===== config.mk =====
export PLATFORM = sky130hd
export DESIGN_NAME = nibble_rom_mult
export DESIGN_NICKNAME = d
export VERILOG_FILES = /design/src/rtl/nrm_pkg.sv /design/src/rtl/nrm_nib_rom.sv /design/src/rtl/nrm_pp_join.sv /design/src/rtl/nrm_out_stage.sv /design/src/rtl/nibble_rom_mult.sv
export SDC_FILE = /design/constraint.sdc
export NUM_CORES = 1
export LEC_CHECK = 0
export BUFFER_PORTS_ARGS = -buffer_cell sky130_fd_sc_hd__buf_2
export CORE_MARGIN = 1
export CORE_UTILIZATION = 45
export CTS_BUF_LIST = sky130_fd_sc_hd__clkbuf_8
export DETAILED_ROUTE_END_ITERATION = 10
export PLACE_DENSITY = 0.67
export SYNTH_ARGS = -nofsm -noshare
export SYNTH_HDL_FRONTEND = slang
export SYNTH_SLANG_ARGS = --single-unit
export TNS_END_PERCENT = 100

===== constraint.sdc =====
create_clock -name clk -period 1.1 [get_ports clk]
set_clock_uncertainty 0.2 [all_clocks]
set_input_delay 0.165 -clock clk [delete_from_list [all_inputs] [get_ports clk]]
set_output_delay 0.165 -clock clk [all_outputs]
set_load 0.02 [all_outputs]

===== src/rtl/nrm_pkg.sv =====
package nrm_pkg;
  // Width of one partial product: a half-word index times the coefficient.
  function automatic int pp_width(input int nib_w, input int coef_w);
    return nib_w + coef_w;
  endfunction
endpackage


===== src/rtl/nrm_nib_rom.sv =====
module nrm_nib_rom #(
  parameter int NIB_W  = 4,
  parameter int COEF_W = 8,
  parameter logic [COEF_W-1:0] COEF = 8'd183,
  localparam int PP_W  = nrm_pkg::pp_width(NIB_W, COEF_W),
  localparam int DEPTH = 1 << NIB_W
) (
  input  logic [NIB_W-1:0] addr,
  output logic [PP_W-1:0]  pp
);
  logic [PP_W-1:0] table_q [DEPTH];

  // Entry k holds k * COEF, computed at elaboration.
  for (genvar k = 0; k < DEPTH; k++) begin : g_entry
    assign table_q[k] = PP_W'(k) * PP_W'(COEF);
  end

  assign pp = table_q[addr];
endmodule


===== src/rtl/nrm_pp_join.sv =====
module nrm_pp_join #(
  parameter int NIB_W  = 4,
  parameter int COEF_W = 8,
  localparam int PP_W   = nrm_pkg::pp_width(NIB_W, COEF_W),
  localparam int PROD_W = PP_W + NIB_W
) (
  input  logic [PP_W-1:0]   pp_hi,
  input  logic [PP_W-1:0]   pp_lo,
  output logic [PROD_W-1:0] prod
);
  logic [PP_W-1:0] upper_sum;

  // High partial product plus the low one aligned down by a nibble.
  assign upper_sum = pp_hi + (pp_lo >> NIB_W);
  // Low nibble of the low partial product bypasses the adder.
  assign prod = {upper_sum, pp_lo[NIB_W-1:0]};
endmodule


===== src/rtl/nrm_out_stage.sv =====
module nrm_out_stage #(
  parameter int  PROD_W  = 16,
  parameter bit  OUT_REG = 1'b1
) (
  input  logic              clk,
  input  logic              rst_n,
  input  logic              vld_in,
  input  logic [PROD_W-1:0] prod_in,
  output logic              vld_out,
  output logic [PROD_W-1:0] prod_out
);
  if (OUT_REG) begin : g_reg
    logic              vld_q;
    logic [PROD_W-1:0] prod_q;
    logic [PROD_W-1:0] prod_d;

    // Next-state: load only when a sample is offered.
    always_comb begin
      prod_d = prod_q;
      if (vld_in) prod_d = prod_in;
    end

    always_ff @(posedge clk or negedge rst_n) begin
      if (!rst_n) begin
        vld_q  <= 1'b0;
        prod_q <= '0;
      end else begin
        vld_q  <= vld_in;
        prod_q <= prod_d;
      end
    end

    assign vld_out  = vld_q;
    assign prod_out = prod_q;
  end else begin : g_comb
    assign vld_out  = vld_in;
    assign prod_out = prod_in;
  end
endmodule


===== src/rtl/nibble_rom_mult.sv =====
module nibble_rom_mult #(
  parameter int IN_W   = 8,
  parameter int COEF_W = 8,
  parameter logic [COEF_W-1:0] COEF = 8'd183,
  parameter bit OUT_REG = 1'b1,
  localparam int NIB_W  = IN_W / 2,
  localparam int PP_W   = nrm_pkg::pp_width(NIB_W, COEF_W),
  localparam int PROD_W = IN_W + COEF_W
) (
  input  logic              clk,
  input  logic              rst_n,
  input  logic              in_valid,
  input  logic [IN_W-1:0]   in_data,
  output logic              out_valid,
  output logic [PROD_W-1:0] out_prod
);
  logic [PP_W-1:0]   pp_hi;
  logic [PP_W-1:0]   pp_lo;
  logic [PROD_W-1:0] prod_c;

  nrm_nib_rom #(.NIB_W(NIB_W), .COEF_W(COEF_W), .COEF(COEF)) u_rom_hi (
    .addr (in_data[IN_W-1:NIB_W]),
    .pp   (pp_hi)
  );

  nrm_nib_rom #(.NIB_W(NIB_W), .COEF_W(COEF_W), .COEF(COEF)) u_rom_lo (
    .addr (in_data[NIB_W-1:0]),
    .pp   (pp_lo)
  );

  nrm_pp_join #(.NIB_W(NIB_W), .COEF_W(COEF_W)) u_join (
    .pp_hi (pp_hi),
    .pp_lo (pp_lo),
    .prod  (prod_c)
  );

  nrm_out_stage #(.PROD_W(PROD_W), .OUT_REG(OUT_REG)) u_out (
    .clk      (clk),
    .rst_n    (rst_n),
    .vld_in   (in_valid),
    .prod_in  (prod_c),
    .vld_out  (out_valid),
    .prod_out (out_prod)
  );
endmodule


==> results.md <==
- Antenna violations before repair: 0
- H-tree Lvls: 1
- Post-synth EDFFs: 0
- Leak: 1.24 nW
- Total CTS buffers: 3
- Met2 WL: 2440 um
- Clk pin slew, worst setup/hold paths: 0.07 ns
- Max Cap Violations: 0
- Clk Latency, worst-skew pair: 0.26 ns
- Die width: 61.1 um
- Vias in the first global route: 1467
- 1st-iter DRT viols: 125
- Endpoints failing hold: 0
- Violated checks: setup timing
- Share of layout cells above drive strength 1: 52.9%
- RSZ-0062 raised after global routing: yes
- Final WL: 4770 um
- CP arrival: 2.36 ns
- Slew @ Worst Pin: 0.406 ns
- Commonest non-fill, non-tap cells in the layout: 45 x buf_4, 26 x buf_6, 17 x dfrtp_1
- Setup tns final: -13.28 ns
- Max-slew violation count: 0
- Worst setup EP type: flip-flop
- # rows: 21
- Total grt overflow: 0
- Max Used Layer: met4
- Rel. slew slack: 73.0%
- Average size of a mapped cell: 9.57 um2
- Die height: 61.1 um
- Port bufs: 27
- Synth async-reset ratio: 100%
- Min Tclk post-route: 2.40 ns
- DR WL met3: 155 um
- Top FF cell, synth: dfrtp_1
- Status: finished with violations
- Synth cell types: 41
- Mapped Area: 1570 um2
- HP Class: in2reg
- Wire per inst: 16.6 um
- Crit-path max FO: 3
- CORE AREA: 3340 um2
- Largest net degree at the start of global routing: 18
- M1 wire length: 1980 um
- Vias/cell: 5.39
- Data required time of the worst path: 1.07 ns
- Layout area overhead: 68.0%
- Startpoint types: primary input
- Worst Setup Path Type: in2reg
- Drt drc: 0
- Post-DP HPWL: 2890 um
- Final GP Congestion: 0.821
- Via count: 1552
- Power Dens Cells: 1250 nW/um2
- # fillers: 190
- CTS max path bufs: 2
- Reg-to-reg setup timing slack: -0.02 ns
- Register area share after synthesis: 27.1%
- Die footprint: 3730 um2
- Seq cells post-synth: 17
- Most common cell after layout, fill and taps aside: buf_4
- Initial Util: 47.1%
- Final worst setup slack: -1.30 ns
- Clock sink total: 17
- F_max: 417 MHz
- Layout net count: 278
- Net count after synthesis: 199
- Global-route wire length before repair: 6380 um
- ANT cells: 0
- Synth Instances: 164
- Final Core Density: 79.1%
- CTS root buf: clkbuf_8
- Total track usage: 23.3%
- ANT nets after route: 0
- Multi-input gate area: 1300 um2
- Drt pass-1 iters: 4
- Yosys warnings: 0
- Register Area: 425 um2
- IO Count: 28
- Peak VDD IR: 0.000504 V
- Final Setup Violations: 31
- CTS tree: built
- Period Utilization, post-route: 218%
[sequential cells by signal (all words and copies together), names as in the netlist]
register        count
u_out.prod_out     16
u_out.vld_out       1
[what timing repair did]
action,in CTS,in global routing
setup endpoints to repair,32,31
setup buffers,13,3
endpoints found under the hold margin,17,0
pin swaps,29,10
resized for setup,58,19
hold buffers,1,0
[worst max-delay path: stages]
cell,delay (ns)
buf_12,0.12
buf_6,0.11
buf_4,0.13
ha_2,0.17
nand2_1,0.06
o21ai_1,0.07
o21ai_1,0.20
ha_1,0.29
a21o_1,0.22
a31o_1,0.22
o211ai_2,0.23
a21oi_1,0.15
o31ai_2,0.23
[where the power goes]
group | total, W | internal (W) | switching (W)
clock | 0.000481 | 0.000249 | 0.000232
combinational | 0.00193 | 0.00104 | 0.000887
sequential | 0.000896 | 0.000778 | 0.000118
[layout make-up]
| type | instances | share of cell area (%) |
|---|---|---|
| clock buffer | 3 | 1.56 |
| clock inverter | 1 | 0.142 |
| inverter | 9 | 2.23 |
| multi-input combinational | 129 | 49.3 |
| sequential | 17 | 16.1 |
| tap | 46 | 2.18 |
| timing repair buffer | 83 | 28.4 |
[routing by layer]
metal	vias to the layer above	GRT usage (%)
met3	15	2.52
li1	741	-
met2	52	40.1
met1	744	27.9
met5	-	0
met4	0	14.3
[worst paths after layout]
kind / to / start / cells past startpoint
max: u_out.prod_out[13] / in_data[0] / 13
min: u_out.vld_out / in_valid / 1
max reg2reg: u_out.prod_out[5] / u_out.prod_out[5] / 2
min reg2reg: u_out.prod_out[1] / u_out.prod_out[1] / 1
max in group asynchronous: u_out.prod_out[5] / rst_n / 2
min in group asynchronous: u_out.prod_out[7] / rst_n / 2
[kinds of logic (layout without fill, tap and decap cells)]
group | count (synthesis) | after routing | share of synthesized area (%)
AO/OA/AOI/OAI | 40 | 40 | 17.8
XOR/XNOR | 11 | 11 | 6.14
adder cells (fa/ha/maj) | 24 | 24 | 19.6
buffers and inverters | 18 | 96 | 4.94
flip-flops | 17 | 17 | 27.1
multiplexers | 18 | 18 | 13.1
AND/OR/NAND/NOR | 36 | 36 | 11.2
[through the flow]
stage                     hold WS, ns  setup WS [ns]  power (W)  std cells  instance area (um2)
after floorplan                -0.331          -1.25    0.00170        164                 1690
after global placement         -0.114          -1.51    0.00216        267                 2130
after detailed placement      -0.0990          -1.63    0.00221        267                 2130
after CTS                      0.0281          -1.19    0.00309        285                 2500
final                          0.0434          -1.30    0.00331        288                 2640
after global routing           0.0500          -1.36    0.00349        288                 2640
[synthesized netlist by cell type, drive strengths merged (3+ instances only)]
cell type / number / area share (%)
a21oi: 9 / 2.9
dfrtp: 17 / 27
buf: 5 / 1.8
clkbuf: 4 / 0.96
ha: 23 / 18
mux2i: 6 / 3.8
nand2: 16 / 3.8
nor2: 6 / 1.4
o21ai: 11 / 3.5
xnor2: 7 / 3.9
a21o: 4 / 1.9
mux2: 11 / 7.9
o211ai: 4 / 2.2
o31ai: 3 / 2.1
xor2: 4 / 2.2
nor2b: 3 / 1.2
inv: 9 / 2.2
No activity file was read; power rests on OpenSTA's default activity.
